===== src/rtl/fr_pkg.sv =====
package fr_pkg;

    typedef enum logic [2:0] {
        FR_LATCH    = 3'd0,
        FR_WARN     = 3'd1,
        FR_REPORT   = 3'd2,
        FR_RTIME    = 3'd3,
        FR_LATCH_PG = 3'd4
    } fr_class_e;

    localparam int FR_CLS_W = 3;

    function automatic logic cls_is_latched(input logic [2:0] c);
        return (c == FR_LATCH) || (c == FR_LATCH_PG);
    endfunction

    function automatic logic cls_is_warn(input logic [2:0] c);
        return (c == FR_WARN) || (c == FR_REPORT);
    endfunction

endpackage


===== src/rtl/fr_src_bit.sv =====
module fr_src_bit
    import fr_pkg::*;
#(
    parameter fr_class_e CLS = FR_LATCH
) (
    input  logic clk,
    input  logic rst_n,
    input  logic cond_i,
    input  logic recover_i,
    input  logic rd_i,
    output logic st_o
);

    logic st_d, st_q;

    always_comb begin
        st_d = st_q;
        case (CLS)
            FR_LATCH, FR_LATCH_PG: st_d = cond_i | (st_q & ~recover_i);
            FR_WARN, FR_REPORT:    st_d = cond_i | (st_q & ~rd_i);
            default:               st_d = cond_i;
        endcase
    end

    always_ff @(posedge clk or negedge rst_n) begin
        if (!rst_n) st_q <= 1'b0;
        else        st_q <= st_d;
    end

    assign st_o = st_q;

endmodule


===== src/rtl/fr_toggle.sv =====
module fr_toggle #(
    parameter int HALF_CYC = 3200
) (
    input  logic clk,
    input  logic rst_n,
    input  logic en_i,
    output logic phase_o
);

    localparam int CW = (HALF_CYC > 1) ? $clog2(HALF_CYC) : 1;
    localparam logic [CW-1:0] LAST = CW'(HALF_CYC - 1);

    typedef struct packed {
        logic [CW-1:0] cnt;
        logic          phase;
    } tog_t;

    tog_t r_d, r_q;

    always_comb begin
        r_d = r_q;
        if (!en_i) begin
            r_d.cnt   = '0;
            r_d.phase = 1'b0;
        end else if (r_q.cnt == LAST) begin
            r_d.cnt   = '0;
            r_d.phase = ~r_q.phase;
        end else begin
            r_d.cnt = r_q.cnt + 1'b1;
        end
    end

    always_ff @(posedge clk or negedge rst_n) begin
        if (!rst_n) r_q <= '0;
        else        r_q <= r_d;
    end

    assign phase_o = r_q.phase;

endmodule


===== src/rtl/fr_pg_hold.sv =====
module fr_pg_hold #(
    parameter int HOLD_CYC = 6400
) (
    input  logic clk,
    input  logic rst_n,
    input  logic start_i,
    output logic hold_o
);

    localparam int HW = $clog2(HOLD_CYC + 1);

    logic [HW-1:0] cnt_d, cnt_q;

    always_comb begin
        cnt_d = cnt_q;
        if (start_i)            cnt_d = HW'(HOLD_CYC);
        else if (cnt_q != '0)   cnt_d = cnt_q - 1'b1;
    end

    always_ff @(posedge clk or negedge rst_n) begin
        if (!rst_n) cnt_q <= '0;
        else        cnt_q <= cnt_d;
    end

    assign hold_o = (cnt_q != '0);

endmodule


===== src/rtl/fault_recovery_ctrl.sv =====
module fault_recovery_ctrl
    import fr_pkg::*;
#(
    parameter int                    N_SRC     = 6,
    parameter int                    HALF_CYC  = 3200,
    parameter logic [3*N_SRC-1:0]    SRC_CLASS = {3'd1, 3'd4, 3'd3, 3'd2, 3'd1, 3'd0}
) (
    input  logic             clk,
    input  logic             rst_n,
    input  logic [N_SRC-1:0] cond_i,
    input  logic             gate_en_i,
    input  logic             stat_rd_i,
    input  logic             clr_wr_i,
    input  logic             clr_data_i,
    output logic [N_SRC-1:0] status_o,
    output logic             clr_o,
    output logic             fault_n_o,
    output logic             pgood_o
);

    localparam int HOLD_CYC = 2 * HALF_CYC;

    typedef struct packed {
        logic gate;
        logic clr;
    } ctl_t;

    ctl_t c_d, c_q;

    logic [N_SRC-1:0] st;
    logic [N_SRC-1:0] lat_m, warn_m, pg_m;
    logic             recover;
    logic             lat_any, warn_any, pg_any;
    logic             pg_start, phase, pg_hold;

    assign recover = c_q.clr | (gate_en_i & ~c_q.gate);

    always_comb begin
        c_d      = c_q;
        c_d.gate = gate_en_i;
        c_d.clr  = clr_wr_i & clr_data_i;
    end

    always_ff @(posedge clk or negedge rst_n) begin
        if (!rst_n) c_q <= '0;
        else        c_q <= c_d;
    end

    for (genvar g = 0; g < N_SRC; g++) begin : g_src
        localparam fr_class_e CLS = fr_class_e'(SRC_CLASS[FR_CLS_W*g +: FR_CLS_W]);
        assign lat_m[g]  = cls_is_latched(CLS);
        assign warn_m[g] = cls_is_warn(CLS);
        assign pg_m[g]   = (CLS == FR_LATCH_PG);
        fr_src_bit #(.CLS(CLS)) u_bit (
            .clk       (clk),
            .rst_n     (rst_n),
            .cond_i    (cond_i[g]),
            .recover_i (recover),
            .rd_i      (stat_rd_i),
            .st_o      (st[g])
        );
    end

    assign lat_any  = |(st & lat_m);
    assign warn_any = |(st & warn_m);
    assign pg_any   = |(st & pg_m);
    assign pg_start = (|(cond_i & pg_m)) & ~pg_any;

    fr_toggle #(.HALF_CYC(HALF_CYC)) u_tog (
        .clk     (clk),
        .rst_n   (rst_n),
        .en_i    (warn_any),
        .phase_o (phase)
    );

    fr_pg_hold #(.HOLD_CYC(HOLD_CYC)) u_pg (
        .clk     (clk),
        .rst_n   (rst_n),
        .start_i (pg_start),
        .hold_o  (pg_hold)
    );

    assign status_o  = st;
    assign clr_o     = c_q.clr;
    assign fault_n_o = ~(lat_any | (warn_any & ~phase));
    assign pgood_o   = ~(pg_any | pg_hold);

endmodule


===== config.mk =====
export PLATFORM = sky130hd
export DESIGN_NAME = fault_recovery_ctrl
export DESIGN_NICKNAME = d
export VERILOG_FILES = /design/src/rtl/fr_pkg.sv /design/src/rtl/fr_src_bit.sv /design/src/rtl/fr_toggle.sv /design/src/rtl/fr_pg_hold.sv /design/src/rtl/fault_recovery_ctrl.sv
export SDC_FILE = /design/constraint.sdc
export NUM_CORES = 1
export LEC_CHECK = 0
export ABC_AREA = 1
export BUFFER_PORTS_ARGS = -buffer_cell sky130_fd_sc_hd__buf_2
export CAP_MARGIN = 20
export CORE_MARGIN = 8
export CORE_UTILIZATION = 51
export CTS_CLUSTER_SIZE = 28
export DETAILED_ROUTE_END_ITERATION = 6
export GPL_TIMING_DRIVEN = 0
export PLACE_DENSITY = 0.79
export SETUP_SLACK_MARGIN = 0.02
export SLEW_MARGIN = 20
export SYNTH_ARGS = -nofsm -noshare
export SYNTH_HDL_FRONTEND = slang
export SYNTH_SLANG_ARGS = --single-unit
export TNS_END_PERCENT = 50

===== constraint.sdc =====
create_clock -name clk -period 3.3 [get_ports clk]
set_clock_uncertainty 0.1 [all_clocks]
set_input_delay 0 -clock clk [delete_from_list [all_inputs] [get_ports clk]]
set_output_delay 0 -clock clk [all_outputs]
set_load 0.01 [all_outputs]

==> results.py, run 1 <==
metrics = {
    "outcome": {
        "outcome": "finished, final reports clean",
    },
    "flow_run": {
        "cap_violations": 0,
    },
    "worst_setup_path": {
        "critical_path.startpoint_type": "flop",
        "cp_data_required_time_ns": 3.20,
        "worst_setup_slack_for_register_to_register_paths_ns": 1.75,
        "worst_ep_arrival_time_ns": 1.64,
        "critical_path_fanout_max": 7,
        "setup.worst_path.class": "reg2out",
        "timing.critical_path.to_type": "output port",
    },
    "global_route": {
        "grt_antenna_before_repair": 0,
        "grt_pass1_wl_um": 6796,
        "via_count_of_the_first_global_routing_pass": 1547,
        "grt_max_degree": 35,
        "gr-usage-all-layers_pct": 15.83,
        "remaining_overflow_grt": 0,
    },
    "floorplanning": {
        "start_util_pct": 53.65,
        "die_area_um2": 5697,
        "die_y_um": 75.48,
        "dieWidth_um": 75.48,
        "pin_count": 21,
        "rows": 21,
        "core_um2": 3363,
    },
    "timing": {
        "final.period_utilization_pct": 52.87,
        "post_layout_min_period_ns": 1.745,
        "maxSlewHeadroom_pct": 50.53,
        "fin_tns_setup_ns": 0,
        "finalHoldViolations": 0,
        "unrepaired_setup_endpoints_after_global_routing": "no",
        "drv_slew": 0,
        "maxClockFrequency_ghz": 0.5732,
        "setup_ws_ns": 1.555,
        "timing_worst_slew_pin_value_ns": 0.7421,
        "setup_viol": 0,
    },
    "drt": {
        "routed_wire_per_std_cell_um": 12.55,
        "routed_wirelength_um": 3840,
        "drt-vias-per-instance": 4.961,
        "drt_first_pass_iters": 4,
        "drt_first_iter_violations": 77,
        "ant_nets": 0,
        "dr_total_vias": 1518,
        "final_routed_drc_violation_total": 0,
    },
    "yosys": {
        "ys_ff_latch": 34,
        "synth.most_common_cell": "nand2_1",
        "synth_top_cell_area_share_pct": 47.16,
        "synth.avg_cell_area_um2": 8.201,
        "yosys.cell_types.count": 26,
        "synthesis.instances": 220,
        "synth.cell_area_um2": 1804,
        "synth_top_cells_by_area": "dfrtp_1 47%, nand2_1 8.5%, inv_1 6.7%, nor2_1 6.4%, nand3_1 4.7%",
        "yosys_warnings": 0,
        "syn-num-nets": 235,
        "synth_edf_count": 0,
        "async_reset_ff_share_pct": 100.0,
        "synth_commonest_cells": "41 x nand2_1, 34 x dfrtp_1, 32 x inv_1, 31 x nor2_1, 17 x nand3_1",
        "synth.yosys.seq_area_share_pct": 47.16,
        "synth.largest_area_cell": "dfrtp_1",
        "synthFlopType": "dfrtp_1",
    },
    "placed_design": {
        "dp_hpwl_um": 2591,
        "pre_cts_slack_ns": 1.770,
        "gpl.final_weighted_congestion": 0.8497,
        "port_buffers": 20,
    },
    "clock_network": {
        "cts.repair_timing.setup_buffer_count": 0,
        "clock_sinks": 34,
        "cts_tree": "done",
        "post_cts_resized": 0,
        "clock-root-buffer": "clkbuf_4",
        "hold_buffers": 13,
        "clk_transition_reported_paths_ns": 0.10,
        "clk-insertion-delay-late_ns": 0.33,
        "cts_made_buffers": 5,
        "ctsHtreeMaxLevel": 2,
        "cts_max_path_buffers": 2,
    },
    "power_and_ir_drop": {
        "vdd_ir_drop_max_mv": 0.3702,
        "power_density_nw_per_um2": 649.5,
        "power.leakage_uw": 0.001149,
    },
    "layout": {
        "area_growth_syn_to_layout_pct": 20.46,
        "insertedDiodeCount": 0,
        "final_layout_size_suffix_gt1_share_pct": 21.15,
        "final_net_count": 275,
    },
    "worst_hold_path": {
        "hold_class": "in2async",
    },
}
per-stage QoR:
step / std cells / hold WS, ns / area (um2) / power [uW] / utilization [%]
6_report: 306 / 0.1802 / 2173 / 1412 / 64.62
5_1_grt: 306 / 0.1981 / 2173 / 1520 / 64.62
4_1_cts: 306 / 0.1772 / 2173 / 1415 / 64.62
3_5_place_dp: 286 / 0.007983 / 1962 / 1088 / 58.33
3_3_place_gp: 286 / 0.002759 / 1962 / 1068 / 58.33
2_1_floorplan: 220 / -0.3956 / 1804 / 980.2 / -
final cells by class:
class | instances | area (um2)
inverter | 33 | 123.9
timing repair buffer | 33 | 230.2
buffer | 7 | 58.81
sequential | 34 | 850.8
tap | 46 | 57.56
multi-input combinational | 146 | 770.7
fill | 313 | 1190
clock inverter | 1 | 30.03
clock buffer | 6 | 51.30
sequential cells by signal, indices dropped and copies added (netlist names):
name and flops:
c_q 1, u_tog.r_q 12, g_src.u_bit.st_o 6, clr_o 1, u_tog.phase_o 1, u_pg.cnt_q 13
where the power goes:
part | switching [uW] | internal [uW] | leakage (uW) | total [uW]
Clock | 132 | 176 | 0.0000443 | 308
Sequential | 111 | 526 | 0.000411 | 637
Combinational | 280 | 186 | 0.000694 | 466
Total | 524 | 888 | 0.00115 | 1410
cell families after synthesis:
logic type	Yosys count	synth area share, %
buffers and inverters	40	10.12
and+or+nand+nor	121	32.52
AOI/OAI and AO/OA	17	5.686
xor gates and xnor gates	5	2.427
adders and majority gates	3	2.081
DFF	34	47.16
worst max-delay path, cell delays in order, from the launching register on:
cell	delay, ns
dfrtp_1	0.39
inv_1	0.15
ha_1	0.18
nand2_1	0.09
nor2_1	0.12
nand2_2	0.13
nor2_1	0.11
buf_2	0.14
layout by cell type, fill, tap and decap left out:
master,Yosys,layout
nand2_4,1,1
o21ai_1,3,3
xor2_1,4,4
a21oi_1,6,6
xnor2_1,1,1
bufinv_16,0,1
buf_2,0,20
inv_2,1,1
o21bai_1,7,7
inv_1,32,32
clkbuf_8,1,2
o21ai_0,1,1
nor3b_1,1,1
nand4_1,6,6
nand3_1,17,17
nor2_4,2,2
nand4_2,1,1
buf_4,6,6
or2_2,2,2
dlygate4sd3_1,0,13
nor3_1,5,5
nand2_1,41,41
dfrtp_1,34,34
ha_1,3,3
nor3_2,2,2
nand2_2,4,4
nand3_2,2,2
clkbuf_4,0,5
nor2_1,31,31
nor2_2,6,6
layer usage:
metal / share of wire, % / track usage (%)
met5: 0 / 0
met4: 3.2 / 7.889
met3: 3.9 / 5.263
met2: 51 / 27.13
met1: 42 / 17.08
final timing paths:
check,startpoint,end,cells past startpoint
max,u_pg.cnt_q[0],pgood_o,7
min,rst_n,clr_o,2
max reg2reg,u_pg.cnt_q[0],u_pg.cnt_q[4],7
min reg2reg,u_tog.r_q[1],u_tog.r_q[1],1
max in group asynchronous,rst_n,u_tog.r_q[12],2
min in group clk,cond_i[3],g_src[3].u_bit.st_o,2
Note: power is estimated with default switching activity, not from simulation.
==> inputs of run 2 (changes only) <==
- PLACE_DENSITY: 0.79 -> 0.82
- clock period: 3.3 -> 1.4 ns (I/O delays scaled with it)
==> run 2 against run 1 <==
Effect of this change: the flow now finishes with violations (setup timing); die area did not move; sequential cell count did not move; highest routed layer unchanged; core utilization rose by 14 points; largest cell class is now multi-input gates.
==> results.py, run 2 (same netlist as run 1, synthesis figures left out) <==
metrics = {
    "outcome": {
        "outcome": "complete, but fails checks",
        "failed_checks": "setup timing",
    },
    "clock_network": {
        "cts_max_path_buffers": 2,
        "clock-root-buffer": "clkbuf_4",
        "cts_made_buffers": 5,
        "cts_tree": "done",
        "clock_sinks": 34,
        "clk_transition_reported_paths_ns": 0.13,
        "clk-insertion-delay-late_ns": 0.37,
        "ctsHtreeMaxLevel": 2,
    },
    "worst_setup_path": {
        "worst_ep_arrival_time_ns": 1.62,
        "worst-r2r-cell-count": 9,
        "timing.critical_path.to_type": "output port",
        "cp_slowest_stage_delay_ns": 0.43,
        "critical_path.reg2reg.startpoint": "u_pg.cnt_q[0]",
        "setup.worst_path.class": "reg2out",
        "cpLargestDelayFamily": "flip-flops",
        "crit_buf_inv": 2,
        "worst_setup_slack_for_register_to_register_paths_ns": -0.27,
        "critical_path.startpoint": "u_pg.cnt_q[0]",
        "timing.critical_path.cells": "inv_2 > ha_4 > nand2_4 > nor2_4 > nand2_2 > nor2_2 > buf_2",
        "critical_path_fanout_max": 3,
        "cp_data_required_time_ns": 1.30,
        "critical_path.startpoint_type": "flop",
        "rr_endpoint": "u_pg.cnt_q[8]",
        "cpMaxStageDelayCell": "dfrtp_1",
    },
    "floorplanning": {
        "rows": 21,
        "start_util_pct": 53.65,
        "core_um2": 3363,
        "die_area_um2": 5697,
        "die_y_um": 75.48,
        "pin_count": 21,
        "dieWidth_um": 75.48,
    },
    "power_and_ir_drop": {
        "vdd_ir_drop_max_mv": 1.068,
        "power_density_nw_per_um2": 1682,
        "power.internal_uw": 2443,
        "total_switching_power_uw": 2030,
        "fin_total_pwr_uw": 4473,
        "clkPwrFrac_pct": 12.4,
        "p_seq_share_pct": 34.5,
        "power.leakage_uw": 0.001374,
        "pwr-share-comb_pct": 53.0,
        "power_switching_share_pct": 45.38,
    },
    "global_route": {
        "globalRouteMet1Util_pct": 21.93,
        "gr-usage-all-layers_pct": 20.85,
        "remaining_overflow_grt": 0,
        "via_count_of_the_first_global_routing_pass": 1838,
        "global_route.peak_usage_layer": "met2",
        "use_met2_pct": 36.82,
        "grt_antenna_before_repair": 0,
        "grt_max_degree": 35,
        "global_routing_usage_on_met3_pct": 6.447,
        "grt_pass1_wl_um": 8776,
    },
    "timing": {
        "setup_viol": 15,
        "timing_worst_slew_pin_value_ns": 0.7675,
        "setup_ws_ns": -0.3202,
        "post_layout_min_period_ns": 1.720,
        "finalHoldViolations": 0,
        "drv_slew": 0,
        "unrepaired_setup_endpoints_after_global_routing": "yes",
        "final.period_utilization_pct": 122.9,
        "maxClockFrequency_ghz": 0.5813,
        "maxSlewHeadroom_pct": 48.83,
    },
    "layout": {
        "largest_register": "u_pg.cnt_q",
        "flip_flop_count_of_the_largest_register_all_copies_and_words_added": 13,
        "final_cell_mix": "34 x nand2_1, 33 x dfrtp_1, 32 x buf_4",
        "most_common_library_cell_in_the_layout_ignoring_fill_and_taps": "nand2_1",
        "final_layout_size_suffix_gt1_share_pct": 44.52,
        "area_growth_syn_to_layout_pct": 47.43,
        "final_net_count": 307,
        "final_design_area_no_fill_um2": 2660,
        "insertedDiodeCount": 0,
    },
    "worst_hold_path": {
        "worstHoldEndpoint": "g_src[2].u_bit.st_o",
        "worst_hold_path.num_cells": 3,
        "hold_path_startpoint": "stat_rd_i",
        "hold_class": "in2reg",
    },
    "drt": {
        "drt-vias-per-instance": 5.846,
        "ant_nets": 0,
        "drt_first_iter_violations": 211,
        "routed_wirelength_um": 6786,
        "final_routed_drc_violation_total": 0,
        "drt_first_pass_iters": 5,
        "routed_wire_per_std_cell_um": 20.08,
        "dr_total_vias": 1976,
    },
    "placed_design": {
        "detailed_place.area_um2": 1964,
        "dp_hpwl_um": 2532,
        "port_buffers": 20,
        "gpl.final_weighted_congestion": 0.8761,
    },
    "flow_run": {
        "cap_violations": 0,
    },
}
## run 2: cell types whose count changed in the layout (fill, tap and decap cells not counted), moves of 4 or more
| cell | change |
|---|---|
| nand2_4 | +7 |
| buf_4 | +26 |
| a21oi_2 | +4 |
| a21oi_1 | -4 |
| nor2_4 | +10 |
| inv_1 | -9 |
| buf_6 | +5 |
| nand2_1 | -7 |
| inv_2 | +8 |
| nor2_1 | -12 |
## run 2: timing repair
item                       CTS  global route
gates cloned                 1             0
gates resized for setup     33            42
hold buffers                13             0
buffers inserted            22            10
pin swaps                   14            26
setup endpoints to repair   25            27
hold endpoints to repair    42             0
## run 2: worst register-to-register path: cells and delay by family (launching register included)
kind | cells | cell delay, ns
AO/OA/AOI/OAI | 1 | 0.20
flip-flops | 1 | 0.43
AND/OR/NAND/NOR | 3 | 0.28
buffers and inverters | 4 | 0.38
adder cells (fa/ha/maj) | 1 | 0.15
## run 2: worst max path at each step
| stage | endpoint | slack [ns] | cells after the start |
|---|---|---|---|
| 2_1_floorplan | u_pg.cnt_q[4] | 0.04 | 7 |
| 3_3_place_gp | u_pg.cnt_q[10] | -0.07 | 7 |
| 3_5_place_dp | u_pg.cnt_q[10] | -0.1 | 7 |
| 4_1_cts | pgood_o | -0.11 | 6 |
| 5_1_grt | pgood_o | -0.37 | 7 |
| 6_report | pgood_o | -0.32 | 7 |
## run 2: routing by layer
metal  part of all wire, %  vias to the layer above  routed length (um)
li1                      -                      834                   -
met1                    35                      940                2397
met2                    50                      149                3386
met3                   8.1                       53                 547
met4                   6.7                        0                 455
met5                     0                        -                   0
## run 2: area by class of cell
class                      instances  area (um2)
multi-input combinational        147        1033
fill                             187       703.2
tap                               46       57.56
buffer                             7       58.81
clock inverter                     2       10.01
sequential                        34       852.1
timing repair buffer              64       484.2
inverter                          33       126.4
clock buffer                       5       37.54
## run 2: per-stage QoR
step | TNS (ns) | util, % | setup slack (ns) | std cells | hold WS [ns]
floorplan | 0 | - | 0.04260 | 220 | -0.3956
global placement | -0.5096 | 58.41 | -0.07345 | 286 | 0.007786
detailed placement | -1.346 | 58.41 | -0.09949 | 286 | 0.004346
CTS | -0.2902 | 72.14 | -0.1134 | 329 | 0.1751
global route | -3.914 | 79.09 | -0.3693 | 338 | 0.01995
finish | -2.945 | 79.09 | -0.3202 | 338 | 0.03466
## run 2: power groups by stage
stage          Clock, uW  Sequential, uW  Combinational (uW)
2_1_floorplan          0            1460                 858
3_3_place_gp           0            1500                1010
3_5_place_dp           0            1510                1050
4_1_cts              514            1460                1660
5_1_grt              596            1560                2520
6_report             555            1550                2370
